## src/rtl/nco_rb_pkg.sv

```systemverilog
package nco_rb_pkg;
  localparam int WORD_W   = 32;
  localparam int DIV_W    = 13;
  localparam int OFF_W    = 14;
  localparam int EN_BIT   = 31;

  typedef enum logic [2:0] {
    SEL_CTRL = 3'd0,
    SEL_DIV  = 3'd1,
    SEL_INC1 = 3'd2,
    SEL_INC2 = 3'd3,
    SEL_ACC  = 3'd4,
    SEL_NONE = 3'd7
  } reg_sel_e;
endpackage

```

## src/rtl/nco_rb_decode.sv

```systemverilog
module nco_rb_decode
  import nco_rb_pkg::*;
#(
  parameter int NCH    = 4,
  parameter int ADDR_W = 20
) (
  input  logic [ADDR_W-1:0] addr,
  output logic [NCH-1:0]    hit,
  output reg_sel_e          sel
);
  localparam int IDX_W = ADDR_W - OFF_W;

  logic [IDX_W-1:0] idx;
  logic [OFF_W-1:0] off;

  assign idx = addr[ADDR_W-1:OFF_W];
  assign off = addr[OFF_W-1:0];

  always_comb begin
    case (off)
      14'd0:   sel = SEL_CTRL;
      14'd4:   sel = SEL_DIV;
      14'd8:   sel = SEL_INC1;
      14'd12:  sel = SEL_INC2;
      14'd16:  sel = SEL_ACC;
      default: sel = SEL_NONE;
    endcase
  end

  for (genvar i = 0; i < NCH; i++) begin : g_hit
    assign hit[i] = (int'(idx) == i) && (sel != SEL_NONE);
  end
endmodule

```

## src/rtl/nco_rb_channel.sv

```systemverilog
module nco_rb_channel
  import nco_rb_pkg::*;
(
  input  logic              clk,
  input  logic              rst_n,
  input  logic              wr_en,
  input  reg_sel_e          sel,
  input  logic [WORD_W-1:0] wdata,
  output logic [WORD_W-1:0] rdata,
  output logic              en,
  output logic [DIV_W-1:0]  div,
  output logic [WORD_W-1:0] inc1,
  output logic [WORD_W-1:0] inc2,
  output logic [WORD_W-1:0] acc_init,
  output logic              acc_load
);
  logic [WORD_W-1:0] ctrl_q, inc1_q, inc2_q, acc_q;
  logic [DIV_W-1:0]  div_q;
  logic              en_q;

  always_ff @(posedge clk or negedge rst_n) begin
    if (!rst_n) begin
      ctrl_q <= '0;
      div_q  <= '0;
      inc1_q <= '0;
      inc2_q <= '0;
      acc_q  <= '0;
      en_q   <= 1'b0;
    end else begin
      en_q <= ctrl_q[EN_BIT];
      if (wr_en) begin
        case (sel)
          SEL_CTRL: ctrl_q <= wdata;
          SEL_DIV:  div_q  <= wdata[DIV_W-1:0];
          SEL_INC1: inc1_q <= wdata;
          SEL_INC2: inc2_q <= wdata;
          SEL_ACC:  acc_q  <= wdata;
          default:  ;
        endcase
      end
    end
  end

  always_comb begin
    case (sel)
      SEL_CTRL: rdata = ctrl_q;
      SEL_DIV:  rdata = {{(WORD_W-DIV_W){1'b0}}, div_q};
      SEL_INC1: rdata = inc1_q;
      SEL_INC2: rdata = inc2_q;
      SEL_ACC:  rdata = acc_q;
      default:  rdata = '0;
    endcase
  end

  assign en       = ctrl_q[EN_BIT];
  assign div      = div_q;
  assign inc1     = inc1_q;
  assign inc2     = inc2_q;
  assign acc_init = acc_q;
  assign acc_load = ctrl_q[EN_BIT] & ~en_q;


  load_single_cycle_chk: assert property (@(posedge clk) disable iff (!rst_n)
    acc_load |=> !acc_load);


  regs_hold_chk: assert property (@(posedge clk) disable iff (!rst_n)
    !wr_en |=> $stable({ctrl_q, div_q, inc1_q, inc2_q, acc_q}));
endmodule

```

## src/rtl/nco_rb_rsp.sv

```systemverilog
module nco_rb_rsp
  import nco_rb_pkg::*;
(
  input  logic              clk,
  input  logic              rst_n,
  input  logic              fire,
  input  logic              is_write,
  input  logic [WORD_W-1:0] rd_in,
  input  logic              rsp_ready,
  output logic              rsp_valid,
  output logic [WORD_W-1:0] rsp_rdata,
  output logic              req_ready
);
  assign req_ready = !rsp_valid || rsp_ready;

  always_ff @(posedge clk or negedge rst_n) begin
    if (!rst_n) begin
      rsp_valid <= 1'b0;
      rsp_rdata <= '0;
    end else if (fire) begin
      rsp_valid <= 1'b1;
      rsp_rdata <= is_write ? '0 : rd_in;
    end else if (rsp_ready) begin
      rsp_valid <= 1'b0;
    end
  end


  rsp_hold_chk: assert property (@(posedge clk) disable iff (!rst_n)
    (rsp_valid && !rsp_ready) |=> (rsp_valid && $stable(rsp_rdata)));


  rsp_follows_chk: assert property (@(posedge clk) disable iff (!rst_n)
    fire |=> rsp_valid);
endmodule

```

## src/rtl/nco_regbank.sv

```systemverilog
module nco_regbank
  import nco_rb_pkg::*;
#(
  parameter int NCH    = 4,
  parameter int ADDR_W = 20
) (
  input  logic                  clk,
  input  logic                  rst_n,
  input  logic                  req_valid,
  output logic                  req_ready,
  input  logic                  req_write,
  input  logic [ADDR_W-1:0]     req_addr,
  input  logic [WORD_W-1:0]     req_wdata,
  output logic                  rsp_valid,
  input  logic                  rsp_ready,
  output logic [WORD_W-1:0]     rsp_rdata,
  output logic [NCH-1:0]        ch_en,
  output logic [NCH*DIV_W-1:0]  ch_div,
  output logic [NCH*WORD_W-1:0] ch_inc1,
  output logic [NCH*WORD_W-1:0] ch_inc2,
  output logic [NCH*WORD_W-1:0] ch_acc_init,
  output logic [NCH-1:0]        ch_acc_load
);
  logic [NCH-1:0]    hit;
  reg_sel_e          sel;
  logic              fire;
  logic [WORD_W-1:0] ch_rd [NCH];
  logic [WORD_W-1:0] rd_mux;

  assign fire = req_valid && req_ready;

  nco_rb_decode #(.NCH(NCH), .ADDR_W(ADDR_W)) decode_i (
    .addr (req_addr),
    .hit  (hit),
    .sel  (sel)
  );

  for (genvar i = 0; i < NCH; i++) begin : g_ch
    nco_rb_channel chan_i (
      .clk      (clk),
      .rst_n    (rst_n),
      .wr_en    (fire && req_write && hit[i]),
      .sel      (sel),
      .wdata    (req_wdata),
      .rdata    (ch_rd[i]),
      .en       (ch_en[i]),
      .div      (ch_div[i*DIV_W +: DIV_W]),
      .inc1     (ch_inc1[i*WORD_W +: WORD_W]),
      .inc2     (ch_inc2[i*WORD_W +: WORD_W]),
      .acc_init (ch_acc_init[i*WORD_W +: WORD_W]),
      .acc_load (ch_acc_load[i])
    );
  end

  always_comb begin
    rd_mux = '0;
    for (int i = 0; i < NCH; i++) begin
      if (hit[i]) rd_mux = rd_mux | ch_rd[i];
    end
  end

  nco_rb_rsp rsp_i (
    .clk       (clk),
    .rst_n     (rst_n),
    .fire      (fire),
    .is_write  (req_write),
    .rd_in     (rd_mux),
    .rsp_ready (rsp_ready),
    .rsp_valid (rsp_valid),
    .rsp_rdata (rsp_rdata),
    .req_ready (req_ready)
  );


  one_window_chk: assert property (@(posedge clk) disable iff (!rst_n)
    $onehot0(hit));


  unmapped_write_chk: assert property (@(posedge clk) disable iff (!rst_n)
    (fire && req_write && (hit == '0)) |=>
      $stable({ch_en, ch_div, ch_inc1, ch_inc2, ch_acc_init}));
endmodule

```

## config.mk

```make
export PLATFORM = sky130hd
export DESIGN_NAME = nco_regbank
export DESIGN_NICKNAME = d
export VERILOG_FILES = /design/src/rtl/nco_rb_pkg.sv /design/src/rtl/nco_rb_decode.sv /design/src/rtl/nco_rb_channel.sv /design/src/rtl/nco_rb_rsp.sv /design/src/rtl/nco_regbank.sv
export SDC_FILE = /design/constraint.sdc
export NUM_CORES = 1
export LEC_CHECK = 0
export ABC_AREA = 1
export BUFFER_PORTS_ARGS = -buffer_cell sky130_fd_sc_hd__buf_2
export CAP_MARGIN = 25
export CORE_MARGIN = 5
export CORE_UTILIZATION = 40
export DETAILED_ROUTE_END_ITERATION = 8
export SLEW_MARGIN = 20
export SYNTH_ARGS = -nofsm -noshare
export SYNTH_HDL_FRONTEND = slang
export SYNTH_SLANG_ARGS = --single-unit
export TNS_END_PERCENT = 100
```

## constraint.sdc

```tcl
create_clock -name clk -period 2.1 [get_ports clk]
set_input_delay 0.42 -clock clk [delete_from_list [all_inputs] [get_ports clk]]
set_output_delay 0.42 -clock clk [all_outputs]
set_load 0.05 [all_outputs]
```

Word level (Yosys, flattened, before mapping)

Index checks and enable logic that the tools add are counted.

Output and inout port bits: 478
Bits in registers: 601
Logic and storage cells: 97
Input port bits: 57

Reductions and logical operators: 36
Equal/unequal tests: 12
Bitwise operators: 11
Muxes and demuxes: 12

Operators by type and width:

| cell                                                             | count |
|---|---|
| 32-bit one-hot mux with 5 select lines                           | 4 |
| 32-bit two-way mux                                               | 5 |
| 32-bit bitwise OR                                                | 3 |
| 2-bit AND reduction                                              | 20 |
| 14-bit by 4-bit == test with 1-bit output, second input constant | 2 |
| 3-bit one-hot mux with 5 select lines                            | 1 |
| 14-bit by 3-bit == test with 1-bit output, second input constant | 1 |
| 14-bit by 5-bit == test with 1-bit output, second input constant | 1 |
| 14-bit zero test                                                 | 1 |
| 6-bit by 3-bit == test with 1-bit output, second input constant  | 2 |
| 1-bit logical AND                                                | 10 |
| 3-bit by 2-bit == test with 1-bit output, second input constant  | 2 |
| 6-bit by 2-bit == test with 1-bit output, second input constant  | 1 |
| 6-bit zero test                                                  | 1 |
| 1-bit AND                                                        | 4 |
| 1-bit inverter                                                   | 4 |
| 3-bit by 1-bit == test with 1-bit output, second input constant  | 1 |
| 3-bit == test, second input constant                             | 1 |
| 3-bit zero test                                                  | 1 |
| 3-bit inequality test, second input constant                     | 1 |
| 1-bit two-way mux                                                | 2 |
| 2-bit nonzero test                                               | 1 |
| 1-bit zero test                                                  | 1 |
| 1-bit logical OR                                                 | 1 |

Depth between registers and ports, before layout

Gate-level depths: netlist of run 1.

Depth after elaboration: 12
Mapped depth: 16
Gate-level depth less buffers: 13

Cells and area by module

Synthesis of run 1 repeated with hierarchy kept, for this count alone.

Cell total of the unflattened synthesis: 3944
Area, all modules: 29931.2 µm²

Modules (own cells, without submodules):

| module         | area each (µm²) | instances | sequential area each (µm²) | cells an instance |
|---|---|---|---|---|
| nco_rb_channel | 6742.7          | 4         | 3553.4                     | 861 |
| nco_rb_rsp     | 1395.1          | 1         | 825.8                      | 144 |
| nco_regbank    | 1371.3          | 1         | 0.0                        | 315 |
| nco_rb_decode  | 193.9           | 1         | 0.0                        | 41 |

Worst setup path after synthesis of run 1

Ideal clock, no wire load.

Kind: reg-to-reg
From: reg rsp_i.rsp_valid
To: reg g_ch[1].chan_i.inc1_q[22]
Cell stages (with the launch flop): 10
Period minus slack after synthesis: 2.380 ns
Setup time: 0.134 ns
Slack: -0.280 ns
Arrival time: 2.246 ns
Cell sequence: dfrtp_1 nand2_1 nand2_1 nor2_1 inv_1 nor2_4 nand2_2 clkbuf_1 nand2_1 o21ai_0

Word-level cells in the longest chain between the ends: 6

RTL lines:

| item                                 | RTL line             | source |
|---|---|---|
| from (decl)                          | nco_rb_rsp.sv:10     | `output logic rsp_valid,` |
| from (signal assigned)               | nco_rb_rsp.sv:18     | `rsp_valid <= 1'b0;` |
| from (signal assigned)               | nco_rb_rsp.sv:21     | `rsp_valid <= 1'b1;` |
| from (signal assigned)               | nco_rb_rsp.sv:24     | `rsp_valid <= 1'b0;` |
| 1-bit zero test                      | nco_rb_rsp.sv:14     | `assign req_ready = !rsp_valid \|\| rsp_ready;` |
| 1-bit logical OR                     | nco_rb_rsp.sv:14     |  |
| named net req_ready                  | nco_regbank.sv:10    | `output logic req_ready,` |
| 1-bit logical AND                    | nco_regbank.sv:30    | `assign fire = req_valid && req_ready;` |
| 1-bit logical AND (2 in series)      | nco_regbank.sv:42    | `.wr_en (fire && req_write && hit[i]),` |
| 2-bit AND reduction (no source line) | n/a                  |  |
| to (signal assigned)                 | nco_rb_channel.sv:35 | `SEL_INC1: inc1_q <= wdata;` |
| to (decl)                            | nco_rb_channel.sv:17 | `logic [WORD_W-1:0] ctrl_q, inc1_q, inc2_q, acc_q;` |

The timed path passes the listed nets, and every way through them passes these cells.
A chain may end at the register's enable or synchronous reset.

Worst setup path after layout of run 1

From: reg g_ch[2].chan_i.ctrl_q[31]
To: out ch_acc_load[2]

Word-level cells in the longest chain between the ends: 1

RTL lines:

| item                   | RTL line             | source |
|---|---|---|
| from (decl)            | nco_rb_channel.sv:17 |  |
| from (signal assigned) | nco_rb_channel.sv:33 | `SEL_CTRL: ctrl_q <= wdata;` |
| 1-bit AND              | nco_rb_channel.sv:60 | `assign acc_load = ctrl_q[EN_BIT] & ~en_q;` |
| to (decl)              | nco_regbank.sv:22    | `output logic [NCH-1:0] ch_acc_load` |

No other way between the ends.

==> results of run 1 <==
## critical path, stage by stage, from the launching register on
cell and delay [ns]:
sky130_fd_sc_hd__dfrtp_1 0.38, sky130_fd_sc_hd__inv_1 0.08, sky130_fd_sc_hd__nor2_1 0.24, sky130_fd_sc_hd__buf_2 0.32
## sequential cells by signal (all words and copies together), names as in the netlist
register and count:
g_ch.chan_i.div 52, g_ch.chan_i.inc1 128, rsp_i.rsp_valid 1, g_ch.chan_i.inc2 128, g_ch.chan_i.en_q 4, g_ch.chan_i.acc_init 128
g_ch.chan_i.ctrl_q 128, rsp_i.rsp_rdata 32
## how the worst max path moves through the flow
stage | cells past startpoint | startpoint | to | slack (ns)
after floorplan | 13 | req_addr[3] | g_ch[0].chan_i.ctrl_q[29] | 0.01
after global placement | 12 | req_addr[13] | rsp_i.rsp_rdata[23] | -0.48
after detailed placement | 14 | req_addr[13] | g_ch[0].chan_i.acc_init[27] | -0.49
after CTS | 3 | g_ch[2].chan_i.ctrl_q[31] | ch_acc_load[2] | 0.03
after global routing | 3 | g_ch[2].chan_i.ctrl_q[31] | ch_acc_load[2] | 0.006
final | 3 | g_ch[2].chan_i.ctrl_q[31] | ch_acc_load[2] | 0.04
## per-stage QoR
stage / area [µm²] / setup slack [ns]
2_1_floorplan: 27000 / 0.0137
3_3_place_gp: 32200 / -0.484
3_5_place_dp: 32200 / -0.486
4_1_cts: 34600 / 0.0316
5_1_grt: 34600 / 0.00624
6_report: 34600 / 0.0374
## power groups by stage
| stage | clock [µW] | combinational, µW | sequential [µW] |
|---|---|---|---|
| floorplan | 0 | 183 | 11800 |
| detailed placement | 0 | 797 | 11800 |
| global placement | 0 | 797 | 11800 |
| finish | 12600 | 796 | 11600 |
| global route | 13200 | 871 | 11600 |
| CTS | 12700 | 802 | 11600 |
## Yosys cell counts (all sizes together)
master	count
a21oi	7
buf	78
clkbuf	159
clkinv	1
dfrtp	601
inv	142
nand2	1421
nand3	113
nand3b	11
nand4	70
nor2	85
nor3	3
nor4	3
o21a	47
o21ai	600
or2	1
## layer usage
metal / track usage / up-vias
met1: 0.408 / 12400
met2: 0.460 / 1054
met3: 0.0535 / 189
met4: 0.0936 / 4
met5: 0 / -
li1: - / 11900
## layout make-up
cell class,instances,share of cell area
clock inverters,24,0.00864
clock buffers,101,0.0595
repair buffers,733,0.150
inverters,143,0.0157
diodes,3,0.000217
well taps,873,0.0316
flip-flops and latches,601,0.435
multi-input cells,2361,0.300
## placed cells by master (no fill, tap or decap), drive strengths merged
cell / instances
dfrtp: 601
nand4: 70
bufinv: 6
dlygate4sd3: 2
nand2: 1421
nor4: 3
nor2: 85
nand3: 113
clkinvlp: 1
o21ai: 600
nand3b: 11
o21a: 47
clkbuf: 101
clkinv: 14
a21oi: 7
inv: 146
or2: 1
buf: 731
diode: 3
nor3: 3
## timing repair
| item | in CTS | in global routing |
|---|---|---|
| gates resized for setup | 0 | 1 |
| hold buffers | 2 | 0 |
| hold endpoints to repair | 34 | 0 |
| setup endpoints to repair | 0 | 8 |
## cell families after synthesis
logic type	after synthesis	synth area share
simple gates	1707	0.258
compound gates	654	0.126
flops	601	0.558
buf+inv	380	0.0583
==> run_results.csv, run 1 <==
group,metric,value,unit
power_and_ir_drop,post-layout-total-power,25000,µW
run,maximum_capacitance_violations,0,
yosys,ys_seq_elements,601,
drt,initialDrtViolationCount,2370,
drt,dr.max_layer_used,"met5",
finish,multi_input_area,10400,µm²
floorplan,die_width,270,µm
min_path,whs_path_depth,3,
clock_tree,clock-root-buffer,"sky130_fd_sc_hd__clkbuf_16",
drt,drt.antenna.violating_nets,0,
clock_tree,clk_latency,0.61,ns
sta,clock.fmax,485,MHz
sta,finalSetupViolCount,0,
worst_setup_path,r2r_setup_slack,0.17,ns
sta,period_minus_slack,2.06,ns
yosys,post_synth_inst_count,3342,
worst_setup_path,startpoint_type,"flop",
finish,final_core_utilization,0.516,
grt,grt-ovfl-total,0,
worst_setup_path,r2r-start,"rsp_i.rsp_valid",
yosys,synth_area_leaders,"sky130_fd_sc_hd__dfrtp_1 (56%), sky130_fd_sc_hd__nand2_1 (19%), sky130_fd_sc_hd__o21ai_0 (10%), sky130_fd_sc_hd__clkbuf_1 (2.2%), sky130_fd_sc_hd__nand3_1 (2.1%)",
worst_setup_path,crit_fanout,4,
sta,worstMarginPinSlew,0.757,ns
drt,vias_per_cell,5.27,
grt,grt_pass1_vias,24700,
drt,wl_per_cell,22.4,µm
worst_setup_path,worst-r2r-cell-count,10,
floorplan,die_y,270,µm
drt,met3_wirelength,8.07,mm
power_and_ir_drop,clock_network_fraction_of_total_power,0.505,
clock_tree,postCtsSetupRepairBufs,0,
power_and_ir_drop,p_leak,0.0184,µW
sta,fin_skew,0.0269,ns
place,placedCellCount,4709,
floorplan,io_pins,535,
grt,grt_max_degree,65,
min_path,holdCritStartpoint,"req_wdata[16]",
worst_setup_path,worst-endpoint-arrival,1.64,ns
power_and_ir_drop,p_seq_frac,0.464,
finish,regArea,15000,µm²
place,dp.final_hpwl,77.0,mm
sta,final.setup.tns,0,ns
drt,firstDrtPassIters,6,
sta,post-route-period-util,0.982,
drt,drt_drc_violations_left,0,
finish,area_growth_from_synthesis_to_layout,28.4,%
yosys,post-synth-top-area-cell,"sky130_fd_sc_hd__dfrtp_1",
worst_setup_path,timing_worst_setup_path_type,"reg2out",
power_and_ir_drop,vdd_ir_max,0.543,mV
floorplan,floorplan.initialDensity,0.402,
grt,grt_pass1_wl,162,mm
yosys,netlist_area,27000,µm²
place,port_buffers,534,
power_and_ir_drop,power.share.switching,0.227,
power_and_ir_drop,p_switching,5670,µW
finish,drive_gt1_frac,0.226,
worst_setup_path,worst_reg2reg_path_endpoint,"g_ch[0].chan_i.acc_init[27]",
worst_setup_path,critical_path.endpoint_type,"output port",
floorplan,fp.coreArea,67000,µm²
clock_tree,cts-buffers-inserted,69,
drt,wl_met1,46.8,mm
power_and_ir_drop,p_per_area,722,nW/µm²
drt,routed-wl-met2,49.4,mm
sta,timing.slew.headroom,0.495,
power_and_ir_drop,intPower,19300,µW
min_path,hold_path.class,"in2reg",
yosys,syn-num-nets,3399,
drt,detail_route.wirelength,108,mm
finish,finalNetCount,3966,
place,gp_congestion,0.932,
worst_setup_path,worst_ep_required_time,1.68,ns
status,outcome,"finished clean",
sta,grt_setup_unrepaired,"no",
finish,num-fill-cells,6520,
min_path,hold_end,"g_ch[0].chan_i.acc_init[16]",
grt,grt_antenna_before_repair,6,
grt,grt_total_usage,0.291,
yosys,ys_warn_count,0,
floorplan,die_area,72700,µm²
yosys,post_synth.cell_area_avg,8.06,µm²
yosys,synth.distinct_cells,29,
floorplan,placementRows,95,
finish,finalNonFillerCells,4839,
clock_tree,cts_htree_levels,3,
yosys,synth_top_cell_area_share,0.558,
yosys,seq_area_frac_synth,0.558,
clock_tree,max-clock-path-buffers,3,
clock_tree,path_clk_slew,0.06,ns
clock_tree,tritoncts,"yes",
sta,final-hold-violation-count,0,
sta,number_of_max_slew_violations_in_the_final_report,0,
sta,hold-worst-slack,0.0284,ns
drt,routed-via-count,25500,
power_and_ir_drop,p_comb_frac,0.032,
clock_tree,numClockSinks,601,
Power figures use the tool's default switching activity.
==> run 2, diff against run 1 <==
--- a/config.mk
+++ b/config.mk
@@ -8,6 +8,7 @@
 export ABC_AREA = 1
 export BUFFER_PORTS_ARGS = -buffer_cell sky130_fd_sc_hd__buf_2
 export CAP_MARGIN = 25
+export CORE_ASPECT_RATIO = 1.1
 export CORE_MARGIN = 5
 export CORE_UTILIZATION = 40
 export DETAILED_ROUTE_END_ITERATION = 8
==> run 2 against run 1 <==
- worst hold slack better by 0.0091 ns
- clock skew shrank 0.0083 ns
- via count grew 0.19%
- combinational power shrank 2%
- non-clock buffer count fell by 5
- critical path type is now reg2reg
- largest power group unchanged
==> run_results.csv, run 2 (synthesis results as in run 1) <==
group,metric,value,unit
status,outcome,"finished clean",
worst_setup_path,worst_ep_required_time,2.59,ns
power_and_ir_drop,post-layout-total-power,24400,µW
floorplan,floorplan.initialDensity,0.405,
sta,final.setup.tns,0,ns
sta,number_of_max_slew_violations_in_the_final_report,0,
clock_tree,cts-buffers-inserted,67,
drt,wl_per_cell,22.6,µm
worst_setup_path,startpoint_type,"flop",
sta,layout_setup_ws,0.177,ns
sta,clock.fmax,520,MHz
place,dp.final_hpwl,76.2,mm
place,port_buffers,534,
worst_setup_path,worst-r2r-cell-count,10,
clock_tree,cts_htree_levels,3,
sta,fin_skew,0.0187,ns
drt,initialDrtViolationCount,2135,
drt,drt_drc_violations_left,0,
clock_tree,numClockSinks,601,
worst_setup_path,worst_reg2reg_path_endpoint,"g_ch[0].chan_i.acc_init[13]",
power_and_ir_drop,vdd_ir_max,0.501,mV
floorplan,placementRows,99,
clock_tree,clk_latency,0.61,ns
drt,routed-via-count,25500,
floorplan,die_area,72700,µm²
sta,worstMarginPinSlew,0.824,ns
drt,drt.antenna.violating_nets,0,
sta,post-route-period-util,0.915,
clock_tree,path_clk_slew,0.06,ns
finish,most-common-layout-cells,"sky130_fd_sc_hd__nand2_1 (1395), sky130_fd_sc_hd__dfrtp_1 (600), sky130_fd_sc_hd__o21ai_0 (554), sky130_fd_sc_hd__buf_2 (533), sky130_fd_sc_hd__inv_1 (132)",
grt,grt_max_degree,71,
power_and_ir_drop,p_per_area,708,nW/µm²
floorplan,io_pins,535,
place,placed_area,32100,µm²
worst_setup_path,crit_fanout,38,
min_path,whs_path_depth,3,
grt,grt_total_usage,0.293,
grt,grt_pass1_vias,24600,
finish,final_design_area_no_fill,34400,µm²
finish,drive_gt1_frac,0.223,
min_path,holdCritStartpoint,"req_wdata[25]",
worst_setup_path,r2r-start,"rsp_i.rsp_valid",
floorplan,die_width,257,µm
min_path,hold_path.class,"in2reg",
clock_tree,max-clock-path-buffers,3,
clock_tree,tritoncts,"yes",
drt,detail_route.wirelength,109,mm
worst_setup_path,r2r_setup_slack,0.18,ns
sta,grt_setup_unrepaired,"no",
sta,timing.slew.headroom,0.450,
finish,finalNetCount,3959,
finish,final_core_utilization,0.517,
place,gp_congestion,0.880,
run,maximum_capacitance_violations,0,
sta,final-hold-violation-count,0,
grt,grt-ovfl-total,0,
finish,layout_commonest_cell,"sky130_fd_sc_hd__nand2_1",
grt,grt_pass1_wl,163,mm
sta,period_minus_slack,1.92,ns
floorplan,die_y,282,µm
floorplan,fp.coreArea,66500,µm²
sta,finalSetupViolCount,0,
grt,grt_antenna_before_repair,2,
drt,firstDrtPassIters,6,
finish,area_growth_from_synthesis_to_layout,27.7,%
worst_setup_path,timing_worst_setup_path_type,"reg2reg",
place,detailedPlace.worstSlack,-0.594,ns
worst_setup_path,critical_path.endpoint_type,"flop",
worst_setup_path,worst-endpoint-arrival,2.41,ns
drt,vias_per_cell,5.31,
clock_tree,clock-root-buffer,"sky130_fd_sc_hd__clkbuf_16",
min_path,hold_end,"g_ch[0].chan_i.acc_init[25]",
power_and_ir_drop,p_leak,0.0183,µW
## run 2: repair_timing
action	CTS	global route
gates resized for setup	0	7
endpoints found under the setup margin	0	16
hold buffers	2	0
endpoints found under the hold margin	28	0
buffers inserted	0	5
## run 2: cell type report
cell class / instances / area, µm²
Antenna cell: 2 / 5.00
Clock buffer: 102 / 2000
Clock inverter: 17 / 221
Fill cell: 6361 / 32100
Inverter: 143 / 549
Multi-Input combinational cell: 2361 / 10400
Sequential cell: 601 / 15000
Tap cell: 858 / 1070
Timing Repair Buffer: 728 / 5140
## run 2: worst max-delay path by stage
stage	startpoint	to	slack, ns	depth (start not counted)
detailed placement	req_addr[9]	rsp_i.rsp_rdata[11]	-0.59	14
global placement	req_addr[9]	rsp_i.rsp_rdata[11]	-0.58	14
CTS	req_addr[9]	rsp_i.rsp_rdata[11]	0.02	14
floorplan	req_addr[3]	g_ch[0].chan_i.ctrl_q[29]	0.01	13
global route	req_addr[7]	rsp_i.rsp_rdata[11]	0.05	14
finish	rsp_i.rsp_valid	g_ch[0].chan_i.acc_init[13]	0.18	10
## run 2: worst max-delay path: stages (launching register included)
cell                      delay, ns
sky130_fd_sc_hd__dfrtp_2       0.40
sky130_fd_sc_hd__nand2_2       0.08
sky130_fd_sc_hd__nand2_2       0.06
sky130_fd_sc_hd__nor2_1        0.24
sky130_fd_sc_hd__inv_2         0.17
sky130_fd_sc_hd__nor2_4        0.21
sky130_fd_sc_hd__inv_4         0.10
sky130_fd_sc_hd__nor2_8        0.12
sky130_fd_sc_hd__buf_12        0.20
sky130_fd_sc_hd__nand2_1       0.07
sky130_fd_sc_hd__o21a_1        0.12
## run 2: metrics by stage
stage	hold slack (ns)	std cells
finish	0.0375	4812
CTS	0.000700	4804
global route	0.0320	4812
floorplan	0.124	3342
detailed placement	0.363	4683
global placement	0.361	4683
## run 2: report_power, final
part / switching [µW] / internal [µW]
sequential: 1.14 / 11600
combinational: 622 / 159
clock: 4900 / 7090
total: 5530 / 18800
## run 2: routing by layer
layer / GRT usage / share of wire / vias up
met2: 0.449 / 0.45 / 1125
met4: 0.127 / 0.047 / 0
met3: 0.0636 / 0.083 / 196
met1: 0.406 / 0.42 / 12400
met5: 0 / 0 / -
li1: - / - / 11900
